**src/rtl/soft_mute_ramp.sv**
```systemverilog
module soft_mute_ramp #(
  parameter int SAMPLE_W      = 16,
  parameter int GAIN_W        = 16,
  parameter int FLOOR_GAIN    = 33,
  parameter int STEP          = 64,
  parameter int FAST_RAMP_CYC = 100000,
  parameter int SLOW_RAMP_CYC = 3500000
) (
  input  logic                       clk,
  input  logic                       rst_n,
  input  logic                       in_valid_i,
  input  logic signed [SAMPLE_W-1:0] in_sample_i,
  input  logic                       mute_bit_i,
  input  logic                       slow_sel_i,
  input  logic                       mute_pin_n_i,
  output logic                       out_valid_o,
  output logic signed [SAMPLE_W-1:0] out_sample_o,
  output logic [GAIN_W-1:0]          gain_o,
  output logic                       active_o
);

  localparam int UNITY    = 1 << (GAIN_W - 1);
  localparam int SPAN     = UNITY - FLOOR_GAIN;
  localparam int NTICKS   = (SPAN + STEP - 1) / STEP;
  localparam int FAST_DIV = (FAST_RAMP_CYC / NTICKS > 0) ? FAST_RAMP_CYC / NTICKS : 1;
  localparam int SLOW_DIV = (SLOW_RAMP_CYC / NTICKS > 0) ? SLOW_RAMP_CYC / NTICKS : 1;
  localparam int MAX_DIV  = (SLOW_DIV > FAST_DIV) ? SLOW_DIV : FAST_DIV;
  localparam int CNT_W    = $clog2(MAX_DIV + 1);
  localparam int PW       = SAMPLE_W + GAIN_W + 1;

  localparam logic [GAIN_W-1:0] UNITY_G = GAIN_W'(UNITY);
  localparam logic [GAIN_W-1:0] FLOOR_G = GAIN_W'(FLOOR_GAIN);
  localparam logic [GAIN_W-1:0] STEP_G  = GAIN_W'(STEP);
  localparam logic signed [PW-1:0] SAT_HI = PW'((longint'(1) << (SAMPLE_W - 1)) - 1);
  localparam logic signed [PW-1:0] SAT_LO = -SAT_HI - 1;

  logic [1:0]        pin_sync;
  logic              req;
  logic [GAIN_W-1:0] gain_q;
  logic [CNT_W-1:0]  cnt_q;
  logic [CNT_W-1:0]  div_m1;
  logic              moving, tick;
  logic [GAIN_W-1:0] room_dn, room_up;

  always_ff @(posedge clk or negedge rst_n)
    if (!rst_n) pin_sync <= 2'b11;
    else        pin_sync <= {pin_sync[0], mute_pin_n_i};

  assign req     = mute_bit_i | ~pin_sync[1];
  assign moving  = req ? (gain_q != FLOOR_G) : (gain_q != UNITY_G);
  assign div_m1  = slow_sel_i ? CNT_W'(SLOW_DIV - 1) : CNT_W'(FAST_DIV - 1);
  assign tick    = moving && (cnt_q >= div_m1);
  assign room_dn = gain_q - FLOOR_G;
  assign room_up = UNITY_G - gain_q;

  always_ff @(posedge clk or negedge rst_n)
    if (!rst_n)               cnt_q <= '0;
    else if (!moving || tick) cnt_q <= '0;
    else                      cnt_q <= cnt_q + 1'b1;

  always_ff @(posedge clk or negedge rst_n)
    if (!rst_n) gain_q <= UNITY_G;
    else if (tick) begin
      if (req) gain_q <= (room_dn > STEP_G) ? gain_q - STEP_G : FLOOR_G;
      else     gain_q <= (room_up > STEP_G) ? gain_q + STEP_G : UNITY_G;
    end

  logic signed [PW-1:0] prod, shifted;
  logic signed [SAMPLE_W-1:0] sat;

  assign prod    = in_sample_i * $signed({1'b0, gain_q});
  assign shifted = prod >>> (GAIN_W - 1);
  assign sat     = (shifted > SAT_HI) ? SAT_HI[SAMPLE_W-1:0] :
                   (shifted < SAT_LO) ? SAT_LO[SAMPLE_W-1:0] : shifted[SAMPLE_W-1:0];

  always_ff @(posedge clk or negedge rst_n)
    if (!rst_n) begin
      out_valid_o  <= 1'b0;
      out_sample_o <= '0;
    end else begin
      out_valid_o <= in_valid_i;
      if (in_valid_i) out_sample_o <= sat;
    end

  assign gain_o   = gain_q;
  assign active_o = req | (gain_q != UNITY_G);

  function automatic logic [SAMPLE_W:0] mag(input logic signed [SAMPLE_W-1:0] v);
    logic signed [SAMPLE_W:0] e;
    e = {v[SAMPLE_W-1], v};
    return (e < 0) ? -e : e;
  endfunction

  assert_gain_range_R5: assert property (@(posedge clk) disable iff (!rst_n)
    (gain_q >= FLOOR_G) && (gain_q <= UNITY_G));

  assert_step_bound_R7: assert property (@(posedge clk) disable iff (!rst_n)
    (gain_q >= $past(gain_q)) ? ((gain_q - $past(gain_q)) <= STEP_G)
                              : (($past(gain_q) - gain_q) <= STEP_G));

  assert_floor_hold_R5: assert property (@(posedge clk) disable iff (!rst_n)
    (req && gain_q == FLOOR_G) |=> (gain_q == FLOOR_G));

  assert_release_no_fall_R6: assert property (@(posedge clk) disable iff (!rst_n)
    (!req) |=> (gain_q >= $past(gain_q)));

  assert_out_hold_R8: assert property (@(posedge clk) disable iff (!rst_n)
    (!in_valid_i) |=> $stable(out_sample_o));

  assert_out_mag_R8: assert property (@(posedge clk) disable iff (!rst_n)
    in_valid_i |=> (mag(out_sample_o) <= mag($past(in_sample_i))));

endmodule

```
**config.mk**
```make
export PLATFORM = sky130hd
export DESIGN_NAME = soft_mute_ramp
export DESIGN_NICKNAME = d
export VERILOG_FILES = /design/src/rtl/soft_mute_ramp.sv
export SDC_FILE = /design/constraint.sdc
export NUM_CORES = 1
export LEC_CHECK = 0
export ABC_AREA = 1
export CAP_MARGIN = 20
export CORE_UTILIZATION = 61
export DETAILED_ROUTE_END_ITERATION = 16
export DONT_BUFFER_PORTS = 1
export GPL_ROUTABILITY_DRIVEN = 0
export GPL_TIMING_DRIVEN = 0
export PLACE_DENSITY_LB_ADDON = 0.08
export SKIP_LAST_GASP = 1
export SYNTH_ARGS = -nofsm -noshare
export SYNTH_HDL_FRONTEND = slang
export SYNTH_SLANG_ARGS = --single-unit
```
**constraint.sdc**
```tcl
create_clock -name clk -period 11.45 [get_ports clk]
set_input_delay 0 -clock clk [delete_from_list [all_inputs] [get_ports clk]]
set_output_delay 0 -clock clk [all_outputs]
set_load 0.02 [all_outputs]
```
# ---- Yosys cells after proc, flatten, opt, wreduce, memory -nomap -nowiden
# Cells that the tools add are included.
dict set report totals {
  reg_bits 48
  inputBits 22
  out_inout_bits 34
}
dict set report classes {
  n_mux 8
  n_reduce_logical 3
  eq_ne 2
  mul 1
  bitwise 3
  n_addsub 5
  order_cmp 5
}
# cell count
set op_table {}
lappend op_table {{2-to-1 mux 16 bit} 5}
lappend op_table {{multiplier 16 x 17 -> 33 bit} 1}
lappend op_table {{> comparator 16 x 7 -> 1 bit, second input constant} 2}
lappend op_table {{2-to-1 mux 13 bit} 2}
lappend op_table {{> comparator 18 x 16 -> 1 bit, second input constant} 1}
lappend op_table {{less-than comparator 18 x 16 -> 1 bit, second input constant} 1}
lappend op_table {{adder 16 x 7 -> 16 bit, second input constant} 1}
lappend op_table {{inequality test 16 bit, second input constant} 1}
lappend op_table {{inequality test 16 x 6 -> 1 bit, second input constant} 1}
lappend op_table {{subtractor 16 bit, first input constant} 1}
lappend op_table {{subtractor 16 x 6 -> 16 bit, second input constant} 1}
lappend op_table {{subtractor 16 x 7 -> 16 bit, second input constant} 1}
lappend op_table {{adder 13 x 1 -> 13 bit, second input constant} 1}
lappend op_table {{greater-or-equal comparator 13 bit} 1}
lappend op_table {{OR 1 bit} 2}
lappend op_table {{logical AND 1 bit} 1}
lappend op_table {{zero test 1 bit} 1}
lappend op_table {{logical OR 1 bit} 1}
lappend op_table {{2-to-1 mux 1 bit} 1}
lappend op_table {{NOT 1 bit} 1}

# ---- Logic depth before layout (Yosys ltp)
dict set report logic_depth {
  ltp_word 6
  mapped_depth 32
}

# ---- Least setup slack after synthesis
# No wires, ideal clock.
dict set report synth_path {
  kind {register to register}
  from {reg gain_q[6], in the netlist gain_o[6]}
  to {reg out_sample_o[14]}
  period_less_slack_ns 5.995
  path_slack_ns 5.455
  stages_incl_launch_ff 25
  arrival_time_ns 5.875
  n_path_buf 3
  cell_sequence {dfrtp_1 > clkbuf_1 > buf_1 > nand2_1 > fa_1 > inv_1 > fa_1 > fa_1 > fa_1 > fa_1 > inv_1 > fa_1 > inv_1 > ha_1 > nand2_2 > inv_2 > a21oi_2 > o21ai_1 > a21oi_1 > nand2_2 > nand2_1 > nand3_2 > nand2_2 > buf_6 > a21oi_2}
}
dict set report synth_between {
  elab_chain_len 4
}
# item line_no
set synth_lines {}
lappend synth_lines {{start: declaration} 39} ;# logic [GAIN_W-1:0] gain_q;
lappend synth_lines {{start signal: assignment} 64} ;# if (req) gain_q <= (room_dn > STEP_G) ? gain_q - STEP_G : FLOOR_G;
lappend synth_lines {{start signal: assignment} 65} ;# else gain_q <= (room_up > STEP_G) ? gain_q + STEP_G : UNITY_G;
lappend synth_lines {{multiplier 16 x 17 -> 33 bit (*)} 71} ;# assign prod = in_sample_i * $signed({1'b0, gain_q});
lappend synth_lines {{less-than comparator 18 x 16 -> 1 bit} 74} ;# (shifted < SAT_LO) ? SAT_LO[SAMPLE_W-1:0] : shifted[SAMPLE_W-1:0];
lappend synth_lines {{2-to-1 mux 16 bit} 74}
lappend synth_lines {{2-to-1 mux 16 bit (*)} 73} ;# assign sat = (shifted > SAT_HI) ? SAT_HI[SAMPLE_W-1:0] :
lappend synth_lines {{end signal: assignment} 82} ;# if (in_valid_i) out_sample_o <= sat;
lappend synth_lines {{end: declaration} 17} ;# output logic signed [SAMPLE_W-1:0] out_sample_o,
# Mark *: on every way between the ends. The rest lies on a longest branch, timed or not.
# A chain may end at the register's enable or synchronous reset.

# ---- Final worst setup path
dict set report layout_path {
  from {reg gain_q[6], in the netlist gain_o[6]}
  to {reg out_sample_o[6]}
}
# The elaborated chain is that of the path after synthesis.

==> results_tabular.tex <==
\begin{tabular}{lr}
\hline
Metric & Value \\
\hline
\multicolumn{2}{l}{\textbf{Floorplan}} \\
\quad Number of I/O pins & 56 \\
\quad Die outline height & 139 um \\
\quad Overall die area & 0.0192 mm\^{}2 \\
\quad Starting utilization of the core area & 62.8\% \\
\quad Number of placement rows & 49 \\
\quad Die width & 139 um \\
\quad Standard cell core area & 0.0181 mm\^{}2 \\
\multicolumn{2}{l}{\textbf{STA}} \\
\quad Setup violation total in the final timing report & 0 \\
\quad Relative max-transition margin & 50.6\% \\
\quad Minimum clock period & 7.23 ns \\
\quad RSZ-0062 raised after global routing & no \\
\quad Slew of the pin with the lowest slew margin & 0.741 ns \\
\quad Highest clock rate & 138 MHz \\
\quad Final number of hold-violating endpoints & 0 \\
\quad Total Negative Setup Slacks & 0 ns \\
\quad Number of pins exceeding their max-slew limit in the final report & 0 \\
\quad Final-layout worst hold slack & 0.119 ns \\
\quad Worst clock skew & 0.00380 ns \\
\quad Period Utilization, post-route & 63.1\% \\
\multicolumn{2}{l}{\textbf{Critical path}} \\
\quad Library cell contributing the largest single delay on the critical path & sky130\_fd\_sc\_hd\_\_clkbuf\_1 \\
\quad Largest fanout on the critical path & 10 \\
\quad Crit-path cells & clkbuf\_1 > buf\_1 > nand2\_1 > fa\_1 > inv\_1 > fa\_1 > fa\_1 > fa\_1 > fa\_1 > inv\_1 > fa\_1 > inv\_1 > ha\_1 > nand2\_2 > inv\_2 > a21oi\_2 > o21ai\_1 > a21oi\_1 > nand2\_2 > nand2\_1 > nand3\_2 > nand2\_2 > buf\_6 > a21oi\_2 \\
\quad Depth of the worst register-to-register path & 24 \\
\quad Required time of the critical path & 11.63 ns \\
\quad Delay of the slowest critical-path stage & 0.60 ns \\
\quad Critical path start-end classification & register to register \\
\quad Critical path capture point type & register \\
\quad Cell with the most instances on the worst path & sky130\_fd\_sc\_hd\_\_fa\_1 \\
\quad Endpoint arrival time on the critical path & 7.41 ns \\
\quad Critical Path Source Type & register \\
\multicolumn{2}{l}{\textbf{Synthesis}} \\
\quad Biggest area consumer among synthesized cells & sky130\_fd\_sc\_hd\_\_fa\_1 \\
\quad Yosys warns & 0 \\
\quad Number of synthesized flops with an enable pin & 0 \\
\quad Post-synthesis xor/xnor area fraction & 2.59\% \\
\quad Most used DFF post-synth & sky130\_fd\_sc\_hd\_\_dfrtp\_1 \\
\quad Mean instance size in the synthesized netlist & 7.39 um\^{}2 \\
\quad Most instantiated cells after synthesis & sky130\_fd\_sc\_hd\_\_inv\_1 (389), sky130\_fd\_sc\_hd\_\_nand2\_1 (384), sky130\_fd\_sc\_hd\_\_fa\_1 (170) \\
\quad Mapped Area & 0.0114 mm\^{}2 \\
\quad Dominant cells by area after synthesis & sky130\_fd\_sc\_hd\_\_fa\_1 (30\%), sky130\_fd\_sc\_hd\_\_ha\_1 (14\%), sky130\_fd\_sc\_hd\_\_inv\_1 (13\%) \\
\quad Cell count after synthesis & 1,542 \\
\quad Fraction of the mapped netlist area in adder cells & 44.2\% \\
\quad Sequential-to-total area share from yosys stat & 9.47\% \\
\quad Number of distinct library cell variants in the gate-level netlist after synthesis & 49 \\
\quad Share of synthesized area spent on multiplexers & 0\% \\
\quad Proportion of register bits with asynchronous set or reset after synthesis & 100\% \\
\quad Area share of the leading cell type in the synthesized netlist & 29.8\% \\
\quad Compound-Gate Fraction of Synth Area & 4.37\% \\
\quad Most frequent cell after synthesis & sky130\_fd\_sc\_hd\_\_inv\_1 \\
\quad Fraction of the mapped netlist area in simple logic gates & 23.8\% \\
\quad Dominant combinational cell family by area after synthesis & adder cells \\
\quad Number of register bits inferred by synthesis & 43 \\
\multicolumn{2}{l}{\textbf{Min path}} \\
\quad HP Class & input pin to register \\
\quad Number of cells on the worst hold path & 5 \\
\multicolumn{2}{l}{\textbf{Global route}} \\
\quad Overall overflow remaining after global route & 0 \\
\quad Vias in the first global route & 9,832 \\
\quad Wire length of the first global-routing pass & 47,200 um \\
\quad Antenna violations before repair & 0 \\
\quad Global-route total usage across every layer & 31.1\% \\
\quad Largest net degree at the start of global routing & 44 \\
\multicolumn{2}{l}{\textbf{Flow run}} \\
\quad Max-cap violations & 0 \\
\multicolumn{2}{l}{\textbf{Placed design}} \\
\quad Buffers added on ports & 0 \\
\quad Final HPWL from detailed placement & 22,800 um \\
\multicolumn{2}{l}{\textbf{Layout}} \\
\quad Fraction of layout cells with a size suffix above 1 & 7.29\% \\
\quad Net count reported at finish & 1,913 \\
\quad Utilization after layout & 66.4\% \\
\quad Layout overhead on the synthesized area & 5.74\% \\
\quad Count of inserted antenna diode cells & 0 \\
\multicolumn{2}{l}{\textbf{Routing}} \\
\quad Wirelength per Cell & 15.0 um \\
\quad Via-per-instance ratio & 5.14 \\
\quad Number of design rule violations left after detail routing & 2 \\
\quad Residual antenna-violating net count after detailed routing & 0 \\
\quad First DRT Iteration DRCs & 586 \\
\quad Vias post-DR & 9,356 \\
\quad Final wirelength & 27,300 um \\
\quad Detailed-routing iteration count for the pre-antenna-repair pass & 12 \\
\multicolumn{2}{l}{\textbf{Clock network}} \\
\quad Bufs on Longest Clock Path & 2 \\
\quad Clock transition at path regs & 0.07 ns \\
\quad Root buffer cell & sky130\_fd\_sc\_hd\_\_clkbuf\_16 \\
\quad Clock tree from TritonCTS & yes \\
\quad Number of sinks driven by the clock tree & 43 \\
\quad Htree depth & 2 \\
\quad Buffers inserted during post-CTS setup optimization & 0 \\
\quad Num CTS Buffers & 5 \\
\quad Clock latency of the later-clocked register in the worst-skew pair & 0.29 ns \\
\multicolumn{2}{l}{\textbf{Run status}} \\
\quad Outcome & finished with violations \\
\quad Violated checks & design-rule violations \\
\hline
\end{tabular}
[area by class of cell]
class	instances	area (um^2)
buffer	51	254
clock buffer	5	125
clock inverter	3	46.3
fill	1657	6090
inverter	401	1510
multi-input combinational	1084	8700
sequential	43	1080
tap	229	287
timing repair buffer	4	57.6
[state kept, by name, summed over array words and instances, names as in the netlist]
register and count:
cnt_q 13, gain_o 11, out_sample_o 16, out_valid_o 1
pin_sync 2
[cells in the final DEF (no fill, tap or decap), types with 5 or more instances in the layout]
| master | Yosys | routed |
|---|---|---|
| sky130_fd_sc_hd__fa_1 | 170 | 170 |
| sky130_fd_sc_hd__xnor2_1 | 5 | 5 |
| sky130_fd_sc_hd__nand3b_1 | 5 | 5 |
| sky130_fd_sc_hd__buf_2 | 8 | 8 |
| sky130_fd_sc_hd__o21ai_0 | 13 | 13 |
| sky130_fd_sc_hd__nor3_1 | 13 | 13 |
| sky130_fd_sc_hd__o21ai_1 | 5 | 5 |
| sky130_fd_sc_hd__nand3_1 | 50 | 50 |
| sky130_fd_sc_hd__a21oi_1 | 40 | 40 |
| sky130_fd_sc_hd__nand3_2 | 5 | 5 |
| sky130_fd_sc_hd__buf_4 | 5 | 5 |
| sky130_fd_sc_hd__inv_1 | 389 | 389 |
| sky130_fd_sc_hd__buf_1 | 8 | 8 |
| sky130_fd_sc_hd__nor3b_1 | 6 | 6 |
| sky130_fd_sc_hd__conb_1 | 2 | 39 |
| sky130_fd_sc_hd__clkbuf_16 | 0 | 5 |
| sky130_fd_sc_hd__xor2_1 | 25 | 25 |
| sky130_fd_sc_hd__nor2_1 | 100 | 100 |
| sky130_fd_sc_hd__clkbuf_1 | 26 | 26 |
| sky130_fd_sc_hd__nor2_2 | 14 | 14 |
| sky130_fd_sc_hd__nand2_2 | 29 | 29 |
| sky130_fd_sc_hd__a21oi_2 | 16 | 16 |
| sky130_fd_sc_hd__nand2_1 | 384 | 384 |
| sky130_fd_sc_hd__dfrtp_1 | 40 | 40 |
| sky130_fd_sc_hd__nand4_1 | 8 | 8 |
| sky130_fd_sc_hd__ha_1 | 131 | 131 |
| sky130_fd_sc_hd__inv_2 | 10 | 10 |
[cell families (layout without fill, tap and decap cells)]
| logic type | after synthesis | after routing |
|---|---|---|
| other | 2 | 39 |
| adders and majority gates | 301 | 301 |
| DFF | 43 | 43 |
| AOI/OAI and AO/OA | 83 | 83 |
| and+or+nand+nor | 629 | 629 |
| buffers and inverters | 452 | 464 |
| xor gates and xnor gates | 32 | 32 |
[what timing repair did]
item,4_1_cts,5_1_grt
hold buffers,4,0
gates resized for setup,0,0
hold endpoints to repair,45,0
[metal layers]
layer / up-vias / part of all wire, % / routed length, um / GRT usage, %
li1: 4571 / - / - / -
met3: 62 / 6.3 / 1710 / 3.94
met1: 4426 / 44 / 12000 / 41.5
met2: 297 / 46 / 12700 / 52.3
met5: - / 0 / 0 / 0
met4: 0 / 3.5 / 970 / 11.2
[through the flow]
step | setup WS [ns] | instance area, um^2 | cells
CTS | 4.29 | 12100 | 1820
global route | 3.88 | 12100 | 1820
global placement | 4.39 | 11800 | 1808
floorplan | 5.45 | 11500 | 1579
finish | 4.22 | 12100 | 1820
detailed placement | 4.32 | 11800 | 1808
[worst max-delay path: cells and delay by family (launching register included)]
kind                       cells  cell delay, ns
AOI/OAI and AO/OA              4            0.62
adders and majority gates      7            3.62
buffers and inverters          7            1.57
DFF                            1            0.55
and+or+nand+nor                6            0.72
[final timing paths]
kind                                  start               to  slack, ns
min in group asynchronous             rst_n        gain_o[0]       0.20
worst min-delay path             mute_bit_i       gain_o[10]       0.12
worst min register to register  pin_sync[0]      pin_sync[1]       0.36
max in group asynchronous             rst_n      pin_sync[0]      10.99
worst max register to register    gain_o[6]  out_sample_o[6]       4.22
worst max-delay path              gain_o[6]  out_sample_o[6]       4.22
Power is not shown: default switching activity piles up to over one toggle a cycle in this logic, so the estimate is an artifact.
